===== src/rtl/path_walk_pkg.sv =====
package path_walk_pkg;

  localparam int HEAD_N = 0;
  localparam int HEAD_S = 1;
  localparam int HEAD_E = 2;
  localparam int HEAD_W = 3;

  typedef enum logic [1:0] {
    WK_IDLE,
    WK_READ,
    WK_EVAL,
    WK_SEND
  } walk_state_e;

  typedef struct packed {
    logic up;
    logic down;
    logic right;
    logic left;
    logic none;
    logic many;
  } heading_t;

endpackage


===== src/rtl/pw_heading_decode.sv =====
module pw_heading_decode
  import path_walk_pkg::*;
(
  input  logic [3:0] dir,
  output heading_t   hd
);

  logic [2:0] ones;

  always_comb begin
    ones = '0;
    for (int i = 0; i < 4; i++) begin
      ones = ones + {2'b00, dir[i]};
    end
  end

  always_comb begin
    hd.up    = dir[HEAD_N];
    hd.down  = dir[HEAD_S];
    hd.right = dir[HEAD_E];
    hd.left  = dir[HEAD_W];
    hd.none  = (ones == 3'd0);
    hd.many  = (ones > 3'd1);
  end

endmodule


===== src/rtl/pw_neighbor.sv =====
module pw_neighbor
  import path_walk_pkg::*;
#(
  parameter int ROWS = 24,
  parameter int COLS = 25,
  parameter int RW   = 5,
  parameter int CW   = 5
) (
  input  logic [RW-1:0] cur_r,
  input  logic [CW-1:0] cur_c,
  input  heading_t      hd,
  output logic [RW-1:0] nxt_r,
  output logic [CW-1:0] nxt_c,
  output logic          leaves
);

  localparam logic [RW-1:0] LAST_R = RW'(ROWS - 1);
  localparam logic [CW-1:0] LAST_C = CW'(COLS - 1);

  always_comb begin
    nxt_r = cur_r;
    nxt_c = cur_c;
    if (hd.up)         nxt_r = cur_r - RW'(1);
    else if (hd.down)  nxt_r = cur_r + RW'(1);
    else if (hd.right) nxt_c = cur_c + CW'(1);
    else if (hd.left)  nxt_c = cur_c - CW'(1);
  end

  always_comb begin
    leaves = (hd.up    && (cur_r == '0))    ||
             (hd.down  && (cur_r == LAST_R)) ||
             (hd.right && (cur_c == LAST_C)) ||
             (hd.left  && (cur_c == '0));
  end

endmodule


===== src/rtl/pw_step_budget.sv =====
module pw_step_budget #(
  parameter int LIMIT = 600,
  localparam int SW   = $clog2(LIMIT + 1)
) (
  input  logic clk,
  input  logic rst_n,
  input  logic clear,
  input  logic bump,
  output logic spent
);

  logic [SW-1:0] used;

  always_ff @(posedge clk or negedge rst_n) begin
    if (!rst_n)      used <= '0;
    else if (clear)  used <= '0;
    else if (bump)   used <= used + SW'(1);
  end

  assign spent = (used == SW'(LIMIT - 1));

endmodule


===== src/rtl/path_retrace_walker.sv =====
module path_retrace_walker
  import path_walk_pkg::*;
#(
  parameter  int ROWS = 24,
  parameter  int COLS = 25,
  localparam int RW   = (ROWS > 1) ? $clog2(ROWS) : 1,
  localparam int CW   = (COLS > 1) ? $clog2(COLS) : 1
) (
  input  logic          clk,
  input  logic          rst_n,
  input  logic          start,
  input  logic [RW-1:0] start_row,
  input  logic [CW-1:0] start_col,
  output logic          busy,
  output logic          rd_en,
  output logic [RW-1:0] rd_row,
  output logic [CW-1:0] rd_col,
  input  logic [3:0]    rd_dir,
  input  logic          rd_src,
  output logic          out_valid,
  input  logic          out_ready,
  output logic [RW-1:0] out_row,
  output logic [CW-1:0] out_col,
  output logic          out_last,
  output logic          out_err
);

  localparam int LIMIT = ROWS * COLS;

  walk_state_e   state;
  logic [RW-1:0] cur_r, nxt_r_q;
  logic [CW-1:0] cur_c, nxt_c_q;
  logic          last_q, err_q;

  heading_t      hd;
  logic [RW-1:0] step_r;
  logic [CW-1:0] step_c;
  logic          leaves, spent;
  logic          accept, take, in_grid, fault;

  assign accept  = (state == WK_IDLE) && start;
  assign take    = (state == WK_SEND) && out_ready;
  assign in_grid = (int'(start_row) < ROWS) && (int'(start_col) < COLS);

  pw_heading_decode u_dec (
    .dir (rd_dir),
    .hd  (hd)
  );

  pw_neighbor #(
    .ROWS (ROWS),
    .COLS (COLS),
    .RW   (RW),
    .CW   (CW)
  ) u_nbr (
    .cur_r  (cur_r),
    .cur_c  (cur_c),
    .hd     (hd),
    .nxt_r  (step_r),
    .nxt_c  (step_c),
    .leaves (leaves)
  );

  pw_step_budget #(
    .LIMIT (LIMIT)
  ) u_budget (
    .clk   (clk),
    .rst_n (rst_n),
    .clear (accept),
    .bump  (take),
    .spent (spent)
  );

  assign fault = !rd_src && (hd.none || hd.many || leaves || spent);

  always_ff @(posedge clk or negedge rst_n) begin
    if (!rst_n) begin
      state   <= WK_IDLE;
      cur_r   <= '0;
      cur_c   <= '0;
      nxt_r_q <= '0;
      nxt_c_q <= '0;
      last_q  <= 1'b0;
      err_q   <= 1'b0;
    end else begin
      unique case (state)
        WK_IDLE: begin
          if (start) begin
            cur_r <= start_row;
            cur_c <= start_col;
            if (in_grid) begin
              state <= WK_READ;
            end else begin
              last_q <= 1'b1;
              err_q  <= 1'b1;
              state  <= WK_SEND;
            end
          end
        end
        WK_READ: state <= WK_EVAL;
        WK_EVAL: begin
          last_q  <= rd_src || fault;
          err_q   <= fault;
          nxt_r_q <= step_r;
          nxt_c_q <= step_c;
          state   <= WK_SEND;
        end
        WK_SEND: begin
          if (out_ready) begin
            if (last_q) begin
              state <= WK_IDLE;
            end else begin
              cur_r <= nxt_r_q;
              cur_c <= nxt_c_q;
              state <= WK_READ;
            end
          end
        end
        default: state <= WK_IDLE;
      endcase
    end
  end

  assign busy      = (state != WK_IDLE);
  assign rd_en     = (state == WK_READ);
  assign rd_row    = cur_r;
  assign rd_col    = cur_c;
  assign out_valid = (state == WK_SEND);
  assign out_row   = cur_r;
  assign out_col   = cur_c;
  assign out_last  = last_q;
  assign out_err   = err_q;

endmodule


===== config.mk =====
export PLATFORM = sky130hd
export DESIGN_NAME = path_retrace_walker
export DESIGN_NICKNAME = d
export VERILOG_FILES = /design/src/rtl/path_walk_pkg.sv /design/src/rtl/pw_heading_decode.sv /design/src/rtl/pw_neighbor.sv /design/src/rtl/pw_step_budget.sv /design/src/rtl/path_retrace_walker.sv
export SDC_FILE = /design/constraint.sdc
export NUM_CORES = 1
export LEC_CHECK = 0
export BUFFER_PORTS_ARGS = -buffer_cell sky130_fd_sc_hd__buf_2
export CORE_UTILIZATION = 60
export DETAILED_ROUTE_END_ITERATION = 12
export PLACE_DENSITY = 0.86
export SYNTH_ARGS = -nofsm -noshare
export SYNTH_HDL_FRONTEND = slang
export SYNTH_SLANG_ARGS = --single-unit

===== constraint.sdc =====
create_clock -name clk -period 5 [get_ports clk]
set_input_delay 0 -clock clk [delete_from_list [all_inputs] [get_ports clk]]
set_output_delay 0 -clock clk [all_outputs]
set_load 0.02 [all_outputs]

==> results of run 1 <==
cells by family after synthesis:
family / count (synthesis)
adder cells (fa/ha/maj): 17
multiplexers: 19
flip-flops: 34
XOR/XNOR: 13
AO/OA/AOI/OAI: 45
buffers and inverters: 37
AND/OR/NAND/NOR: 75
sequential cells by signal, summed over array words and instances, names as in the netlist:
register       flops
nxt_r_q            5
out_col            5
out_err            1
u_budget.used     10
nxt_c_q            5
out_last           1
out_row            5
state              2
path summary, 6_finish.rpt:
kind	start	end	slack, ns
hold / removal	start_row[1]	out_row[1]	0.008
min in group asynchronous	rst_n	out_col[1]	0.31
setup reg to reg	state[0]	out_col[4]	2.34
setup / recovery	state[0]	out_col[4]	2.34
hold reg to reg	nxt_c_q[3]	nxt_c_q[3]	0.51
max in group asynchronous	rst_n	state[0]	4.21
final cells by class:
| cell class | count | area, µm² | share of cell area, % |
|---|---|---|---|
| multi-input combinational | 169 | 1230 | 48.9 |
| sequential | 34 | 851 | 33.8 |
| timing repair buffer | 45 | 235 | 9.33 |
| clock buffer | 7 | 76.3 | 3.03 |
| inverter | 18 | 67.6 | 2.68 |
| tap | 46 | 57.6 | 2.28 |
stage by stage:
step                      utilization [%]  cell area (µm²)  cells  setup WS, ns
after global placement               69.9             2420    310          2.52
after floorplan                         -             2260    240          3.12
after detailed placement             69.9             2420    310          2.38
after global routing                 72.7             2520    319          2.00
after CTS                            72.7             2520    319          2.34
final                                72.7             2520    319          2.34
layout by cell type (no fill, tap or decap), types with 2 or more instances in the layout:
master,instances
a211o_1,2
a21oi_1,10
a31oi_1,3
and2_1,2
and4b_1,3
buf_2,43
clkbuf_1,2
clkbuf_8,5
dfrtp_1,34
dlygate4sd3_1,2
ha_1,16
inv_1,18
mux2_2,5
mux2i_1,14
nand2_1,21
nand2b_1,2
nand3_1,3
nand3b_1,5
nand4_1,4
nand4b_1,2
nand4bb_1,2
nor2_1,14
nor2b_1,3
nor4_1,4
o21ai_0,17
o221ai_1,2
o31ai_1,5
or3_1,2
xnor2_1,8
xor2_1,5
per-layer routing:
metal / vias up / wire length, µm / track usage (%)
met1: 903 / 2220 / 34.6
li1: 892 / - / -
met2: 56 / 2250 / 43.4
met4: 0 / 74 / 9.66
met5: - / 0 / 0
met3: 9 / 246 / 5.25
power breakdown:
part / total, W / leakage [nW] / internal [W] / switching (W)
combinational: 0.000739 / 0.714 / 0.000303 / 0.000436
sequential: 0.000511 / 0.425 / 0.000380 / 0.000131
clock: 0.000187 / 0.0383 / 0.0000957 / 0.0000911
worst min-delay path, cell delays in order:
cell and delay (ns):
buf_2 0.08, mux2i_1 0.05, o21ai_0 0.13
timing repair:
item                                   4_1_cts  5_1_grt
endpoints found under the hold margin       35        0
hold buffers                                 2        0
setup buffers                                0        0
==> results by group, run 1 <==
Clocking
  • Num CTS Buffers: 5
  • Worst-Skew Late Latency: 0.29 ns
  • Clock buffer depth: 2
  • CTS HTree Levels: 2
  • Clock-pin slew on the worst setup and hold paths: 0.06 ns
  • Clk sinks: 34
  • CTS tree: yes
  • CTS Root Cell: clkbuf_8
  • Post-CTS sizing: 0

Die
  • Die Y: 63.4 µm
  • Full die area: 4020 µm²
  • Initial core utilization: 65.2%
  • Row count: 21
  • I/O Pins: 44
  • CORE AREA: 3470 µm²
  • Die width: 63.4 µm

STA
  • Final Hold Fails: 0
  • Setup TNS: 0 ns
  • RSZ-0062 raised after global routing: false
  • Slew Limit Fails: 0
  • Slew @ Worst Pin: 1.27 ns
  • Setup violators final: 0
  • Achievable clock frequency: 0.376 GHz
  • Tcrit/Tclk final: 53.3%
  • Final critical-path required period: 2.66 ns
  • Clock skew: 0.00675 ns
  • Slew headroom: 15.6%
  • Final hold slack: 0.00813 ns

Logic synthesis
  • Yosys warnings: 0
  • Most instantiated cells after synthesis: dfrtp_1, nand2_1, inv_1
  • Synth Area in XOR/XNOR: 5.04%
  • Synth area leader: dfrtp_1
  • Compound-cell area share of the yosys netlist: 12.4%
  • Seq cells post-synth: 34
  • Mapped Area: 2260 µm²
  • Async SR Flop Fraction: 100%
  • Mux share of post-synthesis cell area: 8.69%
  • Post-Synthesis Cells: 240
  • Sequential area share after synthesis: 37.7%
  • Post-Synth Simple-Gate Area: 18.7%
  • Adder-cell share of the synthesized area: 9.75%
  • Most common flop cell mapped by yosys: dfrtp_1
  • Yosys cell types: 44
  • Avg Cell Area, Syn: 9.42 µm²
  • Yosys top cell area share: 37.7%
  • Net Count, Synth: 276
  • Main combinational cell family by area after synthesis: simple AND/OR/NAND/NOR gates
  • Largest cells by area after synthesis: dfrtp_1, ha_1, mux2i_1, o21ai_0, nand2_1
  • Top-count cell post-synth: dfrtp_1
  • Post-synth EDFFs: 0

Layout
  • Final Net Count: 309
  • Proportion of layout cells with a drive suffix above 1: 20.5%
  • N_diodes: 0
  • FILL cells: 271
  • Area growth, synth to finish: 11.5%

Worst setup path
  • Crit-path leading delay family: compound AO/OA/AOI/OAI gates
  • Critical path depth: 4
  • FF-to-FF path depth: 4
  • Critical path class: flop to flop
  • Crit-path slowest cell: o221ai_1
  • Critical path, cell by cell: ha_1 -> inv_1 -> o221ai_1 -> o21ai_0
  • Worst EP required: 5.10 ns
  • CP Max Fanout: 20
  • CP arrival: 2.77 ns
  • CP Launch Type: flop
  • WP buf/inv: 1
  • CP max stage delay: 0.99 ns
  • Critical Path End Type: flop

Power
  • Tot Pwr: 0.00144 W
  • Power per standard cell area: 570 nW/µm²
  • Peak supply drop: 0.363 mV
  • P_leak: 1.18 nW

Detailed routing
  • Routed Antenna Nets: 0
  • DRT Wirelength: 4.80 mm
  • Iteration-0 DRC count of the detailed router: 126
  • Via count: 1860
  • DRT Pass-1 Iters: 4
  • DRC viols: 0
  • Vias/cell: 5.83
  • Wirelength per Cell: 15.0 µm

Outcome
  • Status: finished clean

Job
  • Max-cap viol count: 0

Worst hold path
  • Hold path depth: 3
  • Worst Hold Class: input port to flop

Global route
  • Largest net degree at the start of global routing: 35
  • Initial antenna violation count: 0
  • First-pass GRT wire length: 8.23 mm
  • Total track usage: 26.5%
  • Gr ovfl total: 0
  • Number of global-route vias before repair: 1815

Placed design
  • Routability Congestion: 0.836
  • Number of I/O port buffers: 43
  • Detailed placement HPWL: 3.46 mm
Power figures use the tool's default switching activity.
==> run 2: changes to the inputs <==
CORE_UTILIZATION = 55   (was 60)
PLACE_DENSITY = 0.8   (was 0.86)
clock period = 2.7 ns   (was 5 ns; I/O delays follow)
==> results by group, run 2 (synthesis results as in run 1) <==
Layout
  • Design area: 2560 µm² (was 2520 µm²)
  • Proportion of layout cells with a drive suffix above 1: 21.7% (was 20.5%)
  • Most flop-heavy register: u_budget.used (unchanged)
  • Area growth, synth to finish: 13.3% (was 11.5%)
  • Most frequent cells in the layout: buf_2, dfrtp_1, nand2_1 (unchanged)
  • N_diodes: 0 (unchanged)
  • Commonest non-fill, non-tap cell in the layout: buf_2 (unchanged)
  • FILL cells: 315 (was 271)
  • Final Net Count: 313 (was 309)
  • Final non-filler cell total: 324 (was 319)
  • Max reg flops: 10 (unchanged)

STA
  • Setup violators final: 0 (unchanged)
  • RSZ-0062 raised after global routing: false (unchanged)
  • Slew @ Worst Pin: 0.762 ns (was 1.27 ns)
  • Final critical-path required period: 2.08 ns (was 2.66 ns)
  • Final Hold Fails: 1 (was 0)
  • Achievable clock frequency: 0.480 GHz (was 0.376 GHz)
  • Final hold slack: -0.00120 ns (was 0.00813 ns)
  • Clock skew: 0.00711 ns (was 0.00675 ns)
  • Setup TNS: 0 ns (unchanged)
  • Tcrit/Tclk final: 77.2% (was 53.3%)
  • Slew Limit Fails: 0 (unchanged)
  • Slew headroom: 49.2% (was 15.6%)

Worst setup path
  • CP arrival: 2.30 ns (was 2.77 ns)
  • Crit-path slowest cell: dfrtp_1 (was o221ai_1)
  • CP Max Fanout: 7 (was 20)
  • CP Launch Type: flop (unchanged)
  • WP buf/inv: 1 (unchanged)
  • Worst EP required: 2.91 ns (was 5.10 ns)
  • Crit path to: u_budget.used[9] (was out_col[4])
  • Critical path, cell by cell: inv_1 -> ha_1 -> a22oi_2 -> or3_4 -> or4_1 -> a21oi_1 (was ha_1 -> inv_1 -> o221ai_1 -> o21ai_0)
  • FF-to-FF path depth: 6 (was 4)
  • Crit-path leading delay family: simple AND/OR/NAND/NOR gates (was compound AO/OA/AOI/OAI gates)
  • Critical Path End Type: flop (unchanged)
  • Critical path depth: 6 (was 4)
  • Critical path class: flop to flop (unchanged)
  • Worst r2r dst: u_budget.used[9] (was out_col[4])
  • R2R setup slack: 0.62 ns (was 2.34 ns)
  • Critical Path Start: state[0] (unchanged)
  • CP max stage delay: 0.44 ns (was 0.99 ns)
  • RR Startpoint: state[0] (unchanged)

Clocking
  • Clock-pin slew on the worst setup and hold paths: 0.07 ns (was 0.06 ns)
  • Clk sinks: 34 (unchanged)
  • CTS tree: yes (unchanged)
  • Clock buffer depth: 2 (unchanged)
  • Num CTS Buffers: 5 (unchanged)
  • CTS HTree Levels: 2 (unchanged)
  • Worst-Skew Late Latency: 0.29 ns (about the same)
  • Post-CTS sizing: 0 (unchanged)
  • CTS Root Cell: clkbuf_8 (unchanged)

Die
  • Die width: 66.1 µm (was 63.4 µm)
  • Initial core utilization: 59.5% (was 65.2%)
  • Row count: 22 (was 21)
  • CORE AREA: 3800 µm² (was 3470 µm²)
  • I/O Pins: 44 (unchanged)
  • Full die area: 4370 µm² (was 4020 µm²)
  • Die Y: 66.1 µm (was 63.4 µm)

Power
  • P_leak: 1.20 nW (was 1.18 nW)
  • Tot Pwr: 0.00270 W (was 0.00144 W)
  • Peak supply drop: 0.674 mV (was 0.363 mV)
  • Power per standard cell area: 1050 nW/µm² (was 570 nW/µm²)

Detailed routing
  • DRT Wirelength: 4.64 mm (was 4.80 mm)
  • DRC viols: 0 (unchanged)
  • Wirelength per Cell: 14.3 µm (was 15.0 µm)
  • DRT Pass-1 Iters: 4 (unchanged)
  • Vias/cell: 5.71 (was 5.83)
  • Routed Antenna Nets: 0 (unchanged)
  • Via count: 1850 (was 1860)
  • Iteration-0 DRC count of the detailed router: 131 (was 126)

Global route
  • Largest net degree at the start of global routing: 35 (unchanged)
  • Number of global-route vias before repair: 1700 (was 1815)
  • Total track usage: 23.9% (was 26.5%)
  • Gr ovfl total: 0 (unchanged)
  • First-pass GRT wire length: 7.77 mm (was 8.23 mm)
  • Initial antenna violation count: 0 (unchanged)

Placed design
  • Placed insts: 315 (was 310)
  • Number of I/O port buffers: 43 (unchanged)
  • Routability Congestion: 0.841 (was 0.836)
  • Detailed placement HPWL: 3.29 mm (was 3.46 mm)
  • Placed Area: 2450 µm² (was 2420 µm²)

Job
  • Max-cap viol count: 0 (unchanged)

Worst hold path
  • Worst Hold Class: input port to flop (unchanged)

Outcome
  • Status: finished with violations (was finished clean)
  • Failing checks: negative hold slack
[run 2: cell count changes in the layout (fill, tap and decap cells not counted), sizes merged]
cell | before | now
clkbuf | 7 | 6
dlygate4sd3 | 2 | 3
buf | 43 | 46
[run 2: worst min path at each step]
| stage | start | endpoint | slack [ns] | cells after the start |
|---|---|---|---|---|
| final | start_row[1] | out_row[1] | -0.001 | 3 |
| after global routing | start_row[0] | out_row[0] | 0.05 | 3 |
| after CTS | start_row[1] | out_row[1] | 0.004 | 3 |
| after detailed placement | rst_n | u_budget.used[8] | 0.12 | 1 |
| after global placement | rst_n | u_budget.used[8] | 0.11 | 1 |
| after floorplan | rst_n | nxt_c_q[0] | -0.30 | 0 |
[run 2: stage by stage]
stage                     util [%]  hold slack [ns]  setup WS, ns
after floorplan                  -           -0.296         0.824
after global placement        64.5            0.114         0.706
after detailed placement      64.5            0.124         0.635
after CTS                     67.4          0.00381         0.630
after global routing          67.4           0.0458         0.472
final                         67.4         -0.00120         0.616
[run 2: report_power, final]
group | switching (W) | leakage (nW) | internal, W | total (W)
logic | 0.000811 | 0.733 | 0.000581 | 0.00139
registers | 0.000230 | 0.425 | 0.000703 | 0.000933
clock network | 0.000180 | 0.0431 | 0.000197 | 0.000376
total | 0.00122 | 1.20 | 0.00148 | 0.00270
[run 2: worst min-delay path, delay by kind of cell]
kind | cells | cell delay [ns]
AOI/OAI and AO/OA | 1 | 0.13
buffers and inverters | 1 | 0.07
muxes | 1 | 0.05
[run 2: area by class of cell]
class | instances | area [µm²] | share of cell area [%]
Clock buffer | 6 | 82.6 | 3.22
Sequential cell | 34 | 851 | 33.2
Timing Repair Buffer | 49 | 268 | 10.5
Tap cell | 48 | 60.1 | 2.34
Inverter | 18 | 67.6 | 2.64
Multi-Input combinational cell | 169 | 1230 | 48.1
[run 2: timing repair]
| item | 4_1_cts | 5_1_grt |
|---|---|---|
| hold buffers | 3 | 0 |
| setup buffers | 0 | 0 |
| hold endpoints to repair | 36 | 0 |
[run 2: routing by layer]
layer / wire (µm) / track usage, %
met4: 73 / 7.18
met3: 231 / 5.86
met2: 2140 / 39.2
met5: 0 / 0
met1: 2190 / 31.1
==> run 3: changes to the inputs <==
ABC_AREA = 1   (was unset)
CORE_UTILIZATION = 50   (was 55)
PLACE_DENSITY = 0.76   (was 0.8)
clock period = 1.8 ns   (was 2.7 ns; I/O delays follow)
==> results by group, run 3 <==
Worst setup path
  • Worst r2r dst: out_col[1] (was u_budget.used[9])
  • Critical Path End Type: flop (unchanged)
  • Crit-path slowest cell: dfrtp_1 (unchanged)
  • RR Startpoint: state[0] (unchanged)
  • CP Max Fanout: 20 (was 7)
  • R2R setup slack: 0.16 ns (was 0.62 ns)
  • WP buf/inv: 3 (was 1)
  • CP arrival: 1.79 ns (was 2.30 ns)
  • CP max stage delay: 0.41 ns (was 0.44 ns)
  • FF-to-FF path depth: 8 (was 6)
  • CP Launch Type: flop (unchanged)
  • Critical path depth: 8 (was 6)
  • Critical path class: flop to flop (unchanged)
  • Critical path, cell by cell: inv_1 -> ha_1 -> inv_1 -> o22ai_1 -> nor2_1 -> buf_12 -> o211ai_1 -> o21ai_0 (was inv_1 -> ha_1 -> a22oi_2 -> or3_4 -> or4_1 -> a21oi_1)
  • Most frequent CP cell: inv_1
  • Crit-path leading delay family: compound AO/OA/AOI/OAI gates (was simple AND/OR/NAND/NOR gates)
  • Worst EP required: 1.94 ns (was 2.91 ns)

STA
  • Clock skew: 0.00336 ns (was 0.00711 ns)
  • Setup TNS: 0 ns (unchanged)
  • Slew Limit Fails: 0 (unchanged)
  • Slew @ Worst Pin: 0.796 ns (was 0.762 ns)
  • RSZ-0062 raised after global routing: false (unchanged)
  • Tcrit/Tclk final: 91.3% (was 77.2%)
  • Final Hold Fails: 0 (was 1)
  • Achievable clock frequency: 0.609 GHz (was 0.480 GHz)
  • Setup violators final: 0 (unchanged)
  • Final critical-path required period: 1.64 ns (was 2.08 ns)
  • Slew headroom: 46.9% (was 49.2%)

Clocking
  • CTS Root Cell: clkbuf_8 (unchanged)
  • CTS tree: yes (unchanged)
  • Clk sinks: 34 (unchanged)
  • Clock buffer depth: 2 (unchanged)
  • Num CTS Buffers: 5 (unchanged)
  • Clock-pin slew on the worst setup and hold paths: 0.07 ns (about the same)
  • Worst-Skew Late Latency: 0.28 ns (was 0.29 ns)
  • CTS HTree Levels: 2 (unchanged)

Logic synthesis
  • Most instantiated cells after synthesis: nand2_1, inv_1, dfrtp_1 (was dfrtp_1, nand2_1, inv_1)
  • Async SR Flop Fraction: 100% (unchanged)
  • Most common flop cell mapped by yosys: dfrtp_1 (unchanged)
  • Mapped Area: 2310 µm² (was 2260 µm²)
  • Seq cells post-synth: 34 (unchanged)
  • Yosys warnings: 0 (unchanged)
  • Synth area leader: dfrtp_1 (unchanged)
  • Yosys top cell area share: 36.8% (was 37.7%)
  • Post-Synthesis Cells: 311 (was 240)
  • Sequential area share after synthesis: 36.8% (was 37.7%)
  • Top-count cell post-synth: nand2_1 (was dfrtp_1)
  • Post-synth EDFFs: 0 (unchanged)
  • Yosys cell types: 29 (was 44)
  • Avg Cell Area, Syn: 7.43 µm² (was 9.42 µm²)
  • Net Count, Synth: 347 (was 276)
  • Largest cells by area after synthesis: dfrtp_1, nand2_1, ha_1, inv_1, nor2_1 (was dfrtp_1, ha_1, mux2i_1, o21ai_0, nand2_1)

Die
  • Full die area: 4900 µm² (was 4370 µm²)
  • Initial core utilization: 52.4% (was 59.5%)
  • Row count: 24 (was 22)
  • CORE AREA: 4410 µm² (was 3800 µm²)
  • I/O Pins: 44 (unchanged)
  • Die width: 70.0 µm (was 66.1 µm)
  • Die Y: 70.0 µm (was 66.1 µm)

Power
  • Power per standard cell area: 1590 nW/µm² (was 1050 nW/µm²)
  • Peak supply drop: 1.14 mV (was 0.674 mV)
  • P_leak: 1.43 nW (was 1.20 nW)

Layout
  • Final Net Count: 401 (was 313)
  • Most flop-heavy register: u_budget.used (unchanged)
  • Proportion of layout cells with a drive suffix above 1: 19.1% (was 21.7%)
  • N_diodes: 0 (unchanged)
  • Max reg flops: 10 (unchanged)
  • Commonest non-fill, non-tap cell in the layout: nand2_1 (was buf_2)
  • Most frequent cells in the layout: nand2_1, buf_2, inv_1 (was buf_2, dfrtp_1, nand2_1)
  • Area growth, synth to finish: 19.9% (was 13.3%)
  • Finished Core Util: 62.8% (was 67.4%)

Worst hold path
  • Worst Hold Class: input port to flop (unchanged)
  • Hold path depth: 3 (unchanged)
  • Worst hold start: start_col[1] (was start_row[1])
  • End of the worst hold path: out_col[1] (was out_row[1])

Detailed routing
  • Wirelength per Cell: 12.8 µm (was 14.3 µm)
  • Vias/cell: 5.22 (was 5.71)
  • DRC viols: 0 (unchanged)
  • DRT Pass-1 Iters: 4 (unchanged)
  • DRT Wirelength: 5.36 mm (was 4.64 mm)
  • Iteration-0 DRC count of the detailed router: 148 (was 131)
  • Via count: 2184 (was 1850)
  • Routed Antenna Nets: 0 (unchanged)

Placed design
  • Detailed placement HPWL: 3.91 mm (was 3.29 mm)
  • Routability Congestion: 0.855 (was 0.841)
  • Number of I/O port buffers: 43 (unchanged)

Global route
  • First-pass GRT wire length: 9.34 mm (was 7.77 mm)
  • Total track usage: 24.1% (was 23.9%)
  • Gr ovfl total: 0 (unchanged)
  • Initial antenna violation count: 0 (unchanged)
  • Number of global-route vias before repair: 2071 (was 1700)
  • Largest net degree at the start of global routing: 35 (unchanged)

Job
  • Max-cap viol count: 0 (unchanged)

Outcome
  • Status: finished clean (was finished with violations)
run 3: cell count changes after synthesis, sizes merged, moves of 7 or more:
cell / delta
nand2: +55
nand3: +15
inv: +24
mux2i: -14
xnor2: -7
nor2: +18
run 3: worst reg2reg max path, delay by kind of cell, from the launching register on:
| kind | cells | cell delay (ns) |
|---|---|---|
| AOI/OAI and AO/OA | 3 | 0.43 |
| and+or+nand+nor | 1 | 0.10 |
| buffers and inverters | 3 | 0.35 |
| DFF | 1 | 0.41 |
| adders and majority gates | 1 | 0.21 |
run 3: cell type report:
| cell class | instances | area [µm²] |
|---|---|---|
| Clock buffer | 7 | 86.3 |
| Clock inverter | 1 | 5.00 |
| Fill cell | 393 | 1640 |
| Inverter | 42 | 158 |
| Multi-Input combinational cell | 217 | 1190 |
| Sequential cell | 34 | 851 |
| Tap cell | 52 | 65.1 |
| Timing Repair Buffer | 65 | 418 |
run 3: per-stage QoR:
stage | area [µm²] | hold slack [ns] | std cells | worst slack (ns) | power (W)
final | 2770 | 0.0331 | 418 | 0.157 | 0.00442
after global routing | 2770 | 0.0374 | 418 | 0.00810 | 0.00482
after CTS | 2770 | 0.0228 | 418 | 0.165 | 0.00444
after detailed placement | 2580 | 0.137 | 400 | 0.0302 | 0.00382
after global placement | 2580 | 0.130 | 400 | 0.0885 | 0.00374
after floorplan | 2310 | -0.296 | 311 | 0.203 | 0.00315
run 3: routing by layer:
layer  vias to the layer above  wire length [µm]  track usage, %
met4                         0                81            8.22
met5                         -                 0               0
met3                         8               286            4.47
li1                       1096                 -               -
met1                      1013              2500            33.6
met2                        67              2500            37.8
run 3: logic make-up (layout without fill, tap and decap cells):
kind of cell / Yosys count / count (layout) / synth area share [%]
compound gates: 52 / 52 / 13.0
xor+xnor: 8 / 8 / 3.03
fa+ha+maj: 17 / 17 / 9.52
buf+inv: 60 / 115 / 11.8
flops: 34 / 34 / 36.8
simple gates: 140 / 140 / 25.9
run 3: how the worst max path moves through the flow:
stage          slack, ns      start                to
6_report            0.16   state[0]        out_col[1]
5_1_grt            0.008   state[0]        out_col[1]
4_1_cts             0.16   state[0]  u_budget.used[6]
3_5_place_dp        0.03  rd_dir[0]          out_last
3_3_place_gp        0.09  rd_dir[0]          out_last
2_1_floorplan       0.20   state[0]        out_col[1]
run 3: timing repair:
| action | CTS | global route |
|---|---|---|
| setup endpoints to repair | 0 | 0 |
| buffers inserted | 0 | 0 |
| endpoints found under the hold margin | 43 | 0 |
| hold buffers | 10 | 0 |
| resized for setup | 0 | 0 |
run 3: where the power goes:
group          internal (W)  switching [W]
sequential          0.00108       0.000318
combinational      0.000916        0.00153
clock              0.000309       0.000269
